File: src/rtl/i2cseq_pkg.sv
package i2cseq_pkg;

    typedef enum logic [2:0] {
        OP_RSTART = 3'd0,
        OP_WRITE  = 3'd1,
        OP_READ   = 3'd2,
        OP_STOP   = 3'd3,
        OP_END    = 3'd4
    } op_e;

    typedef enum logic [2:0] {
        ST_IDLE,
        ST_FETCH,
        ST_LOAD,
        ST_XFER,
        ST_RETIRE
    } state_e;

    localparam int DONE_BIT = 31;
    localparam int NSTAT    = 4;
    localparam int S_CMPL   = 0;
    localparam int S_ACKERR = 1;
    localparam int S_TOUT   = 2;
    localparam int S_ARB    = 3;

    typedef struct packed {
        logic [7:0] cnt;
        logic       ack_en;
        logic       ack_exp;
        logic       ack_val;
        logic [2:0] op;
    } cmd_t;

    function automatic cmd_t decode_cmd(input logic [31:0] w);
        cmd_t c;
        c.cnt     = w[7:0];
        c.ack_en  = w[8];
        c.ack_exp = w[9];
        c.ack_val = w[10];
        c.op      = w[13:11];
        return c;
    endfunction

endpackage

File: src/rtl/i2cseq_fifo.sv
module i2cseq_fifo #(
    parameter int W     = 8,
    parameter int DEPTH = 32,
    localparam int AW   = $clog2(DEPTH)
) (
    input  logic         clk,
    input  logic         rst_n,
    input  logic         flush,
    input  logic         push,
    input  logic [W-1:0] wdata,
    input  logic         pop,
    output logic [W-1:0] rdata,
    output logic         empty,
    output logic         full
);
    logic [W-1:0] mem [DEPTH];
    logic [AW-1:0] wp, rp;
    logic [AW:0]   cnt;
    logic push_ok, pop_ok;

    assign empty   = (cnt == '0);
    assign full    = (cnt == (AW+1)'(DEPTH));
    assign push_ok = push && !full && !flush;
    assign pop_ok  = pop && !empty && !flush;
    assign rdata   = mem[rp];

    always_ff @(posedge clk or negedge rst_n) begin
        if (!rst_n) begin
            wp  <= '0;
            rp  <= '0;
            cnt <= '0;
        end else if (flush) begin
            wp  <= '0;
            rp  <= '0;
            cnt <= '0;
        end else begin
            if (push_ok) wp <= wp + 1'b1;
            if (pop_ok)  rp <= rp + 1'b1;
            case ({push_ok, pop_ok})
                2'b10:   cnt <= cnt + 1'b1;
                2'b01:   cnt <= cnt - 1'b1;
                default: cnt <= cnt;
            endcase
        end
    end

    always_ff @(posedge clk) begin
        if (push_ok) mem[wp] <= wdata;
    end
endmodule

File: src/rtl/i2cseq_cmdq.sv
module i2cseq_cmdq #(
    parameter int DEPTH = 16,
    localparam int AW   = $clog2(DEPTH)
) (
    input  logic          clk,
    input  logic          rst_n,
    input  logic          sw_we,
    input  logic [AW-1:0] sw_waddr,
    input  logic [31:0]   sw_wdata,
    input  logic [AW-1:0] sw_raddr,
    output logic [31:0]   sw_rdata,
    input  logic [AW-1:0] seq_raddr,
    output logic [31:0]   seq_rdata,
    input  logic          done_set,
    input  logic [AW-1:0] done_addr
);
    import i2cseq_pkg::*;

    logic [31:0] q [DEPTH];

    assign sw_rdata  = q[sw_raddr];
    assign seq_rdata = q[seq_raddr];

    always_ff @(posedge clk or negedge rst_n) begin
        if (!rst_n) begin
            for (int i = 0; i < DEPTH; i++) q[i] <= '0;
        end else begin
            if (sw_we)    q[sw_waddr] <= sw_wdata;
            if (done_set) q[done_addr][DONE_BIT] <= 1'b1;
        end
    end
endmodule

File: src/rtl/i2cseq_irq.sv
module i2cseq_irq #(
    parameter int N = 4
) (
    input  logic         clk,
    input  logic         rst_n,
    input  logic [N-1:0] set,
    input  logic [N-1:0] clr,
    input  logic [N-1:0] ena,
    output logic [N-1:0] raw,
    output logic         irq
);
    always_ff @(posedge clk or negedge rst_n) begin
        if (!rst_n) raw <= '0;
        else        raw <= (raw & ~clr) | set;
    end

    assign irq = |(raw & ena);
endmodule

File: src/rtl/i2cseq_ctrl.sv
module i2cseq_ctrl #(
    parameter int QDEPTH = 16,
    parameter int TO_W   = 16,
    localparam int QAW   = $clog2(QDEPTH)
) (
    input  logic                      clk,
    input  logic                      rst_n,
    input  logic                      go,
    output logic                      busy,
    output logic                      bus_busy,
    input  logic [31:0]               cmd_word,
    output logic [QAW-1:0]            ptr,
    output logic                      done_set,
    input  logic                      tx_empty,
    input  logic [7:0]                tx_data,
    output logic                      tx_pop,
    input  logic                      rx_full,
    output logic                      rx_push,
    output logic [7:0]                rx_wdata,
    input  logic [TO_W-1:0]           to_limit,
    output logic [i2cseq_pkg::NSTAT-1:0] st_set,
    output logic                      prim_req,
    output logic [2:0]                prim_op,
    output logic [7:0]                prim_wdata,
    output logic                      prim_ack_out,
    input  logic                      prim_done,
    input  logic [7:0]                prim_rdata,
    input  logic                      prim_ack_in,
    input  logic                      prim_arb_lost,
    input  logic                      bus_stall
);
    import i2cseq_pkg::*;

    state_e        state, nxt;
    cmd_t          cur, fetched;
    logic [7:0]    rem, wbyte;
    logic [TO_W-1:0] stall_cnt;
    logic          bbusy;
    logic          blocked, stalled, tout_hit, xfer_end, ack_bad, last_byte;
    logic          fetch_halt, ptr_last, ok_end;

    assign fetched    = decode_cmd(cmd_word);
    assign fetch_halt = (fetched.op > 3'(OP_STOP));
    assign blocked    = (cur.op == OP_WRITE) ? tx_empty : rx_full;
    assign stalled    = ((state == ST_LOAD) && blocked) ||
                        ((state == ST_XFER) && bus_stall);
    assign tout_hit   = (to_limit != '0) && stalled &&
                        (({1'b0, stall_cnt} + 1'b1) >= {1'b0, to_limit});
    assign xfer_end   = (state == ST_XFER) && prim_done && !tout_hit;
    assign ok_end     = xfer_end && !prim_arb_lost;
    assign ack_bad    = (cur.op == OP_WRITE) && cur.ack_en &&
                        (prim_ack_in != cur.ack_exp);
    assign last_byte  = (rem == 8'd1);
    assign ptr_last   = (ptr == QAW'(QDEPTH - 1));

    // State register
    always_ff @(posedge clk or negedge rst_n) begin
        if (!rst_n) state <= ST_IDLE;
        else        state <= nxt;
    end

    // Next-state logic
    always_comb begin
        nxt = state;
        unique case (state)
            ST_IDLE:   if (go) nxt = ST_FETCH;
            ST_FETCH: begin
                case (fetched.op)
                    OP_RSTART, OP_STOP: nxt = ST_XFER;
                    OP_WRITE, OP_READ:  nxt = (fetched.cnt == 8'd0) ? ST_RETIRE : ST_LOAD;
                    default:            nxt = ST_IDLE;
                endcase
            end
            ST_LOAD: begin
                if (tout_hit)      nxt = ST_IDLE;
                else if (!blocked) nxt = ST_XFER;
            end
            ST_XFER: begin
                if (tout_hit) nxt = ST_IDLE;
                else if (prim_done) begin
                    if (prim_arb_lost) nxt = ST_IDLE;
                    else begin
                        case (cur.op)
                            OP_RSTART: nxt = ST_RETIRE;
                            OP_WRITE:  nxt = ack_bad ? ST_IDLE :
                                             (last_byte ? ST_RETIRE : ST_LOAD);
                            OP_READ:   nxt = last_byte ? ST_RETIRE : ST_LOAD;
                            default:   nxt = ST_IDLE;
                        endcase
                    end
                end
            end
            ST_RETIRE: nxt = ptr_last ? ST_IDLE : ST_FETCH;
            default:   nxt = ST_IDLE;
        endcase
    end

    // Datapath registers
    always_ff @(posedge clk or negedge rst_n) begin
        if (!rst_n) begin
            ptr       <= '0;
            cur       <= '0;
            rem       <= '0;
            wbyte     <= '0;
            stall_cnt <= '0;
            bbusy     <= 1'b0;
        end else begin
            stall_cnt <= stalled ? stall_cnt + 1'b1 : '0;
            if (state == ST_IDLE && go) ptr <= '0;
            if (state == ST_FETCH) begin
                cur <= fetched;
                rem <= fetched.cnt;
            end
            if (tx_pop) wbyte <= tx_data;
            if (ok_end) begin
                if (cur.op == OP_WRITE || cur.op == OP_READ) rem <= rem - 8'd1;
                if (cur.op == OP_RSTART) bbusy <= 1'b1;
                if (cur.op == OP_STOP)   bbusy <= 1'b0;
            end
            if (state == ST_RETIRE && !ptr_last) ptr <= ptr + 1'b1;
        end
    end

    // Outputs
    always_comb begin
        busy         = (state != ST_IDLE);
        bus_busy     = bbusy;
        prim_req     = (state == ST_XFER);
        prim_op      = cur.op;
        prim_wdata   = wbyte;
        prim_ack_out = cur.ack_val;
        tx_pop       = (state == ST_LOAD) && (cur.op == OP_WRITE) && !tx_empty;
        rx_push      = ok_end && (cur.op == OP_READ);
        rx_wdata     = prim_rdata;
        done_set     = (state == ST_RETIRE) ||
                       ((state == ST_FETCH) && fetch_halt) ||
                       (ok_end && cur.op == OP_STOP);
        st_set           = '0;
        st_set[S_CMPL]   = ((state == ST_RETIRE) && ptr_last) ||
                           ((state == ST_FETCH) && fetch_halt) ||
                           (ok_end && cur.op == OP_STOP);
        st_set[S_ACKERR] = ok_end && ack_bad;
        st_set[S_TOUT]   = tout_hit;
        st_set[S_ARB]    = xfer_end && prim_arb_lost;
    end
endmodule

File: src/rtl/i2cseq_top.sv
module i2cseq_top #(
    parameter int QDEPTH = 16,
    parameter int FDEPTH = 32,
    parameter int TO_W   = 16,
    localparam int QAW   = $clog2(QDEPTH)
) (
    input  logic            clk,
    input  logic            rst_n,
    input  logic            cmd_we,
    input  logic [QAW-1:0]  cmd_waddr,
    input  logic [31:0]     cmd_wdata,
    input  logic [QAW-1:0]  cmd_raddr,
    output logic [31:0]     cmd_rdata,
    input  logic            go,
    output logic            busy,
    output logic            bus_busy,
    input  logic            tx_push,
    input  logic [7:0]      tx_data,
    output logic            tx_full,
    input  logic            rx_pop,
    output logic [7:0]      rx_data,
    output logic            rx_empty,
    input  logic            tx_flush,
    input  logic            rx_flush,
    input  logic [TO_W-1:0] to_limit,
    input  logic [3:0]      int_ena,
    input  logic [3:0]      int_clr,
    output logic [3:0]      int_raw,
    output logic            irq,
    output logic            prim_req,
    output logic [2:0]      prim_op,
    output logic [7:0]      prim_wdata,
    output logic            prim_ack_out,
    input  logic            prim_done,
    input  logic [7:0]      prim_rdata,
    input  logic            prim_ack_in,
    input  logic            prim_arb_lost,
    input  logic            bus_stall
);
    logic [31:0]    seq_word;
    logic [QAW-1:0] ptr;
    logic           done_set;
    logic           tx_empty, tx_pop, rx_full, rx_push;
    logic [7:0]     tx_head, rx_wdata;
    logic [3:0]     st_set;

    i2cseq_cmdq #(.DEPTH(QDEPTH)) u_cmdq (
        .clk(clk), .rst_n(rst_n),
        .sw_we(cmd_we), .sw_waddr(cmd_waddr), .sw_wdata(cmd_wdata),
        .sw_raddr(cmd_raddr), .sw_rdata(cmd_rdata),
        .seq_raddr(ptr), .seq_rdata(seq_word),
        .done_set(done_set), .done_addr(ptr)
    );

    i2cseq_fifo #(.W(8), .DEPTH(FDEPTH)) u_txf (
        .clk(clk), .rst_n(rst_n), .flush(tx_flush),
        .push(tx_push), .wdata(tx_data), .pop(tx_pop),
        .rdata(tx_head), .empty(tx_empty), .full(tx_full)
    );

    i2cseq_fifo #(.W(8), .DEPTH(FDEPTH)) u_rxf (
        .clk(clk), .rst_n(rst_n), .flush(rx_flush),
        .push(rx_push), .wdata(rx_wdata), .pop(rx_pop),
        .rdata(rx_data), .empty(rx_empty), .full(rx_full)
    );

    i2cseq_ctrl #(.QDEPTH(QDEPTH), .TO_W(TO_W)) u_ctrl (
        .clk(clk), .rst_n(rst_n), .go(go), .busy(busy), .bus_busy(bus_busy),
        .cmd_word(seq_word), .ptr(ptr), .done_set(done_set),
        .tx_empty(tx_empty), .tx_data(tx_head), .tx_pop(tx_pop),
        .rx_full(rx_full), .rx_push(rx_push), .rx_wdata(rx_wdata),
        .to_limit(to_limit), .st_set(st_set),
        .prim_req(prim_req), .prim_op(prim_op), .prim_wdata(prim_wdata),
        .prim_ack_out(prim_ack_out), .prim_done(prim_done),
        .prim_rdata(prim_rdata), .prim_ack_in(prim_ack_in),
        .prim_arb_lost(prim_arb_lost), .bus_stall(bus_stall)
    );

    i2cseq_irq #(.N(4)) u_irq (
        .clk(clk), .rst_n(rst_n), .set(st_set), .clr(int_clr),
        .ena(int_ena), .raw(int_raw), .irq(irq)
    );
endmodule

File: config.mk
export PLATFORM = sky130hd
export DESIGN_NAME = i2cseq_top
export DESIGN_NICKNAME = d
export VERILOG_FILES = /design/src/rtl/i2cseq_pkg.sv /design/src/rtl/i2cseq_fifo.sv /design/src/rtl/i2cseq_cmdq.sv /design/src/rtl/i2cseq_irq.sv /design/src/rtl/i2cseq_ctrl.sv /design/src/rtl/i2cseq_top.sv
export SDC_FILE = /design/constraint.sdc
export NUM_CORES = 1
export LEC_CHECK = 0
export BUFFER_PORTS_ARGS = -buffer_cell sky130_fd_sc_hd__buf_2
export CAP_MARGIN = 20
export CORE_ASPECT_RATIO = 0.9
export CORE_MARGIN = 10
export CORE_UTILIZATION = 43
export DETAILED_ROUTE_END_ITERATION = 8
export HOLD_SLACK_MARGIN = 0.06
export PLACE_DENSITY_LB_ADDON = 0.15
export SETUP_SLACK_MARGIN = 0.15
export SLEW_MARGIN = 15
export SYNTH_ARGS = -nofsm -noshare
export SYNTH_HDL_FRONTEND = slang
export SYNTH_HIERARCHICAL = 1
export SYNTH_SLANG_ARGS = --single-unit
File: constraint.sdc
create_clock -name clk -period 6.1 [get_ports clk]
set_clock_uncertainty 0.2 [all_clocks]
set_input_delay 0.61 -clock clk [delete_from_list [all_inputs] [get_ports clk]]
set_output_delay 0.61 -clock clk [all_outputs]
set_load 0.1 [all_outputs]
== Yosys cells after proc, flatten, opt, wreduce, memory -nomap -nowiden ==
Memories as Yosys holds them, arrays and structs flattened. A register that Yosys moved wholly into a read port is not among the register bits.
Cells that the tools add are included.
Word-level totals
  bits in registers: 586
  RAM bits: 512
  input port bits: 92
  logic and storage cells: 200
  memories kept: 2
Memory list
  u_rxf.mem: words 32, bits a word 8, rd ports 1, clocked after memory_dff 0, write ports 1, line i2cseq_fifo.sv:16  | logic [W-1:0] mem [DEPTH];
  u_txf.mem: words 32, bits a word 8, rd ports 1, clocked after memory_dff 1, write ports 1, line i2cseq_fifo.sv:16
Cells by class
  $add $sub $neg: 12
  $lt $le $gt $ge: 7
  equality and inequality tests: 22
  multiplexer cells: 51
  bitwise gates (word level): 8
  reductions and logical operators: 66
Operator list (number)
  512-bit 2-to-1 mux: 2
  512-bit bitwise mux: 1
  512-bit bitwise OR: 1
  32-bit binary-select mux with 4-bit select: 2
  32-bit demux with 4-bit select: 2
  32-bit 2-to-1 mux: 4
  5-bit 2-to-1 mux: 8
  1-bit logical AND: 29
  14-bit 2-to-1 mux: 2
  3-bit 2-to-1 mux: 9
  8-bit 2-to-1 mux: 3
  6-bit one-hot mux with 2 select lines: 2
  5-bit by 1-bit adder with 5-bit output, second input constant: 4
  3-bit by 2-bit == test with 1-bit output, second input constant: 6
  16-bit by 1-bit adder with 17-bit output, second input constant: 1
  17-bit by 16-bit >= comparator with 1-bit output: 1
  16-bit by 1-bit adder with 16-bit output, second input constant: 1
  16-bit 2-to-1 mux: 1
  16-bit nonzero test: 1
  5-bit >= comparator, second input constant: 3
  4-bit NOT with 5-bit output: 3
  3-bit one-hot mux with 5 select lines: 1
  6-bit by 1-bit adder with 6-bit output, second input constant: 2
  6-bit == test, second input constant: 2
  34 further kinds: 75

== Longest topological paths before layout ==
  depth after elaboration: 15
  depth in mapped cells: 21
  mapped depth without buffers: 21

== By module ==
The synthesis kept the hierarchy.
By module, submodules not included
  i2cseq_cmdq: instances 1, cells each 1735, area each 26878.3 um^2, sequential area each 12812.3 um^2
  i2cseq_fifo: instances 2, cells each 617, area each 11026.8 um^2, sequential area each 8087.8 um^2
  i2cseq_ctrl: instances 1, cells each 353, area each 3105.5 um^2, sequential area each 1151.1 um^2
  i2cseq_irq: instances 1, cells each 15, area each 165.2 um^2, sequential area each 100.1 um^2

== Worst setup path after synthesis ==
Ideal clock, no wire load.
  path kind: reg-to-reg
  from: register u_ctrl.stall_cnt[0]
  to: register u_rxf.cnt[5]
  library setup time: 0.087 ns
  arrival: 4.704 ns
  required time: 5.813 ns
  slack: 1.110 ns
  cell stages (with the launch flop): 21
  buffers on the path: 0
  clock period less this slack: 4.990 ns
  cell sequence: dfrtp_1 > ha_1 > nand2_1 > nor4b_4 > and3_1 > xor2_1 > ha_1 > a21oi_1 > nor2b_1 > a311oi_2 > o211ai_2 > a21boi_2 > nand3_1 > nor3b_1 > a2111oi_0 > ha_1 > a211oi_1 > o21bai_1 > a21oi_1 > a221oi_1 > nor3_1
On the way
  longest elaborated chain between the ends: 12
  elaborated cells on any way between the ends: 14
  those cells by class: add/sub: 1; order compare: 1; eq/ne: 2; mux: 2; reduce/logical: 8
Ends and longest elaborated chain
  start, declared: line i2cseq_ctrl.sv:37  | logic [TO_W-1:0] stall_cnt;
  start signal, assigned: line i2cseq_ctrl.sv:108  | stall_cnt <= stalled ? stall_cnt + 1'b1 : '0;
  16-bit by 1-bit adder with 17-bit output (*): line i2cseq_ctrl.sv:48  | (({1'b0, stall_cnt} + 1'b1) >= {1'b0, to_limit});
  17-bit by 16-bit >= comparator with 1-bit output (*): line i2cseq_ctrl.sv:48
  1-bit logical AND (*): line i2cseq_ctrl.sv:47  | assign tout_hit = (to_limit != '0) && stalled &&
  1-bit zero test (*): line i2cseq_ctrl.sv:49  | assign xfer_end = (state == ST_XFER) && prim_done && !tout_hit;
  1-bit logical AND (*): line i2cseq_ctrl.sv:49
  1-bit logical AND (*): line i2cseq_ctrl.sv:50  | assign ok_end = xfer_end && !prim_arb_lost;
  1-bit logical AND (*): line i2cseq_ctrl.sv:133  | rx_push = ok_end && (cur.op == OP_READ);
  named net rx_push: line i2cseq_top.sv:43  | logic tx_empty, tx_pop, rx_full, rx_push;
  1-bit logical AND (*) (2 in series): line i2cseq_fifo.sv:23  | assign push_ok = push && !full && !flush;
  2-bit by 1-bit == test with 1-bit output / 2-bit == test (equally long branches): line i2cseq_fifo.sv:39  | case ({push_ok, pop_ok})
  6-bit one-hot mux with 2 select lines: line i2cseq_fifo.sv:39
  6-bit 2-to-1 mux: line i2cseq_fifo.sv:32  | end else if (flush) begin
  end signal, assigned: line i2cseq_fifo.sv:40  | 2'b10: cnt <= cnt + 1'b1;
  end signal, assigned: line i2cseq_fifo.sv:41  | 2'b01: cnt <= cnt - 1'b1;
  end signal, assigned: line i2cseq_fifo.sv:42  | default: cnt <= cnt;
  end, declared: line i2cseq_fifo.sv:18  | logic [AW:0] cnt;
Mark *: on every way through the listed nets, which the timed path passes. The rest lies on a longest branch.
A chain may end at the register's enable or synchronous reset.

== Final worst setup path ==
  from: register u_ctrl.stall_cnt[0]
  to: memory u_rxf.mem[9][6], enable pin
On the way
  longest elaborated chain between the ends: 11
Ends and longest elaborated chain
  16-bit by 1-bit adder with 17-bit output: line i2cseq_ctrl.sv:48
  17-bit by 16-bit >= comparator with 1-bit output: line i2cseq_ctrl.sv:48
  1-bit logical AND: line i2cseq_ctrl.sv:47
  1-bit zero test: line i2cseq_ctrl.sv:49
  1-bit logical AND: line i2cseq_ctrl.sv:49
  1-bit logical AND: line i2cseq_ctrl.sv:50
  1-bit logical AND: line i2cseq_ctrl.sv:133
  named net rx_push: line i2cseq_top.sv:43
  1-bit logical AND (2 in series): line i2cseq_fifo.sv:23
  1-bit 2-to-1 mux: line i2cseq_fifo.sv:48  | if (push_ok) mem[wp] <= wdata;
  1-bit 2-to-1 mux (not written as such): line i2cseq_fifo.sv:48
  end, declared: line i2cseq_fifo.sv:16
The timed path passes the listed nets, and every way through them passes these cells.

==> impl_metrics.ini <==
[global_route]
grt_max_degree = 164
grt_pass1_vias = 30770
grt_remaining_overflow = 0
grt_antenna_before_repair = 20
grt_pass1_wl_um = 201000
grt_usage = 0.202

[setup_path]
reg2reg_slack_ns = 0.45
crit_slowest_cell = nor2_2
start_kind = register
critical_path.startpoint = u_ctrl/stall_cnt[0]$_DFF_PN0_
critPathBufInv = 2
critical_path.max_fanout = 8
r2r-start = u_ctrl/stall_cnt[0]$_DFF_PN0_
r2r_cells = 18
crit_family = simple AND/OR/NAND/NOR gates
crit_type = reg2reg
path_depth = 18
required_ns = 6.28
crit_arrival_ns = 5.83
crit_top_cell = ha_1
max_stage_delay_ns = 0.51
critPathCaptureType = register
crit_chain = ha_1 -> nand2_1 -> nor4b_4 -> and3_1 -> xor2_1 -> ha_1 -> a21oi_1 -> nor2b_1 -> a311oi_2 -> o211ai_2 -> a21boi_2 -> nand3_1 -> nor3b_1 -> buf_4 -> inv_1 -> nor3_2 -> nand2_2 -> nor2_2
r2r-end = u_rxf/mem[9][6]$_DFFE_PP_
critPathCapture = u_rxf/mem[9][6]$_DFFE_PP_

[placed_design]
gp_routability_congestion = 0.847
portBuffers = 153
dp_cells = 4719
placed_area_mm2 = 0.0522
detailed_place_hpwl_um = 82300
post-place-ws_ns = 0.0838

[floorplan]
fp.dieW_um = 380
coreArea_mm2 = 0.115
die_h_um = 344
ioPinCount = 154
std_cell_rows = 118
start_util = 0.435
dieArea_mm2 = 0.131

[power_and_ir_drop]
vdd_drop_max_mv = 0.224
leakage_nw = 21.2
power.density_mw_per_mm2 = 372

[timing]
max_freq_mhz = 177
slew_headroom = 0.208
finalSetupViolations = 0
fin_ws_ns = 0.452
min_period_ns = 5.65
min_period_over_period = 0.926
hold_viol_final = 0
rsz0062_at_grt = true
setup_tns_ns = 0
slew_viol_final = 0
worst_pin_slew_ns = 1.19

[routing]
drtAntennaViolNets = 0
first_iter_violations = 2077
detail_route.wl_per_cell_um = 27.1
wl_um = 134000
firstDrtPassIters = 5
vias = 28923
drc = 0
viasPerCell = 5.85

[clocking]
clk_pin_slew_worst_paths_ns = 0.06
root_buffer = clkbuf_16
cts_htree_levels = 3
cts_buffer_depth = 3
cts_tree = done
cts.sinks = 1106
cts_setup_buffers = 0
cts_buffers = 114
worstSkewPairLatency_ns = 0.73

[finish]
fill_cells = 9767
final_layout_size_suffix_gt1_frac = 0.360
seq_area_mm2 = 0.0303
multi_input_area_mm2 = 0.0187
layout.cells.non_filler = 4946
synthToLayoutAreaGrowth_pct = 12.1
fin_nets = 3419
final_area_mm2 = 0.0562

[job]
maxCapViolCount = 0

[synth]
ys_warn_count = 6
syn_avg_cell_area_um2 = 15.7
netlist_area_mm2 = 0.0502
netlist_instances = 3200
synth_nets = 3332

[outcome]
status = finished clean

[min_path]
hold_path_class = in2reg
## per-layer routing
metal  track usage  routed length, um  vias up
met5             0                121        -
met4        0.0497               2750       18
met3        0.0389               7170      207
met2         0.337              65600      802
met1         0.273              58400    15459
li1              -                  -    12437
## what timing repair did
item,in CTS,in global routing
setup endpoints to repair,28,256
resized for setup,4,33
cloned,0,0
hold buffers,9,0
endpoints found under the hold margin,135,0
## area by class of cell
class,instances,area share
inverters,36,0.00240
clock inverters,62,0.0126
clock buffers,148,0.0550
flip-flops and latches,1106,0.538
repair buffers,216,0.0243
well taps,1560,0.0347
diodes,5,0.000222
multi-input cells,1813,0.333
## power by group
part           total [mW]  internal, mW  switching, mW
logic                4.42          1.87           2.55
registers            9.42          8.72          0.698
clock network        7.07          4.09           2.98
total                20.9          14.7           6.23
## worst register-to-register path, stage by stage, from the launching register on
cell and delay (ns):
dfrtp_1 0.42, ha_1 0.24, nand2_1 0.13, nor4b_4 0.38, and3_1 0.22, xor2_1 0.21
ha_1 0.28, a21oi_1 0.15, nor2b_1 0.07, a311oi_2 0.31, o211ai_2 0.26, a21boi_2 0.33
nand3_1 0.17, nor3b_1 0.33, buf_4 0.22, inv_1 0.08, nor3_2 0.38, nand2_2 0.40
nor2_2 0.52
## cell usage in the layout (no fill, tap or decap), types with 38 or more instances in the layout
cell / count
dfrtp_1: 588
edfxtp_1: 512
mux2_2: 494
mux4_2: 248
mux2i_1: 170
buf_2: 150
nand2_1: 145
clkbuf_16: 115
a22oi_1: 110
nor2_1: 100
nand3_1: 58
buf_4: 48
a21oi_1: 41
ha_1: 38
## stage by stage
stage               hold WS (ns)  power [mW]  utilization
detailed placement         0.265        14.0        0.452
CTS                       0.0723        21.1        0.486
global placement           0.263        13.8        0.452
global route              0.0992        21.8        0.487
floorplan                  0.114        12.8            -
finish                     0.117        20.9        0.487
## worst min-delay path by stage
stage | end | startpoint | cells past startpoint
2_1_floorplan | async pin | rst_n | 0
3_3_place_gp | u_ctrl/prim_wdata[5]$_DFFE_PN0P_ | u_ctrl/prim_wdata[5]$_DFFE_PN0P_ | 2
3_5_place_dp | u_ctrl/prim_ack_out$_DFFE_PN0P_ | u_ctrl/prim_ack_out$_DFFE_PN0P_ | 2
4_1_cts | register | cmd_wdata[4] | 2
5_1_grt | register | cmd_wdata[4] | 2
6_report | register | cmd_wdata[4] | 2
No activity file was read; power rests on OpenSTA's default activity.
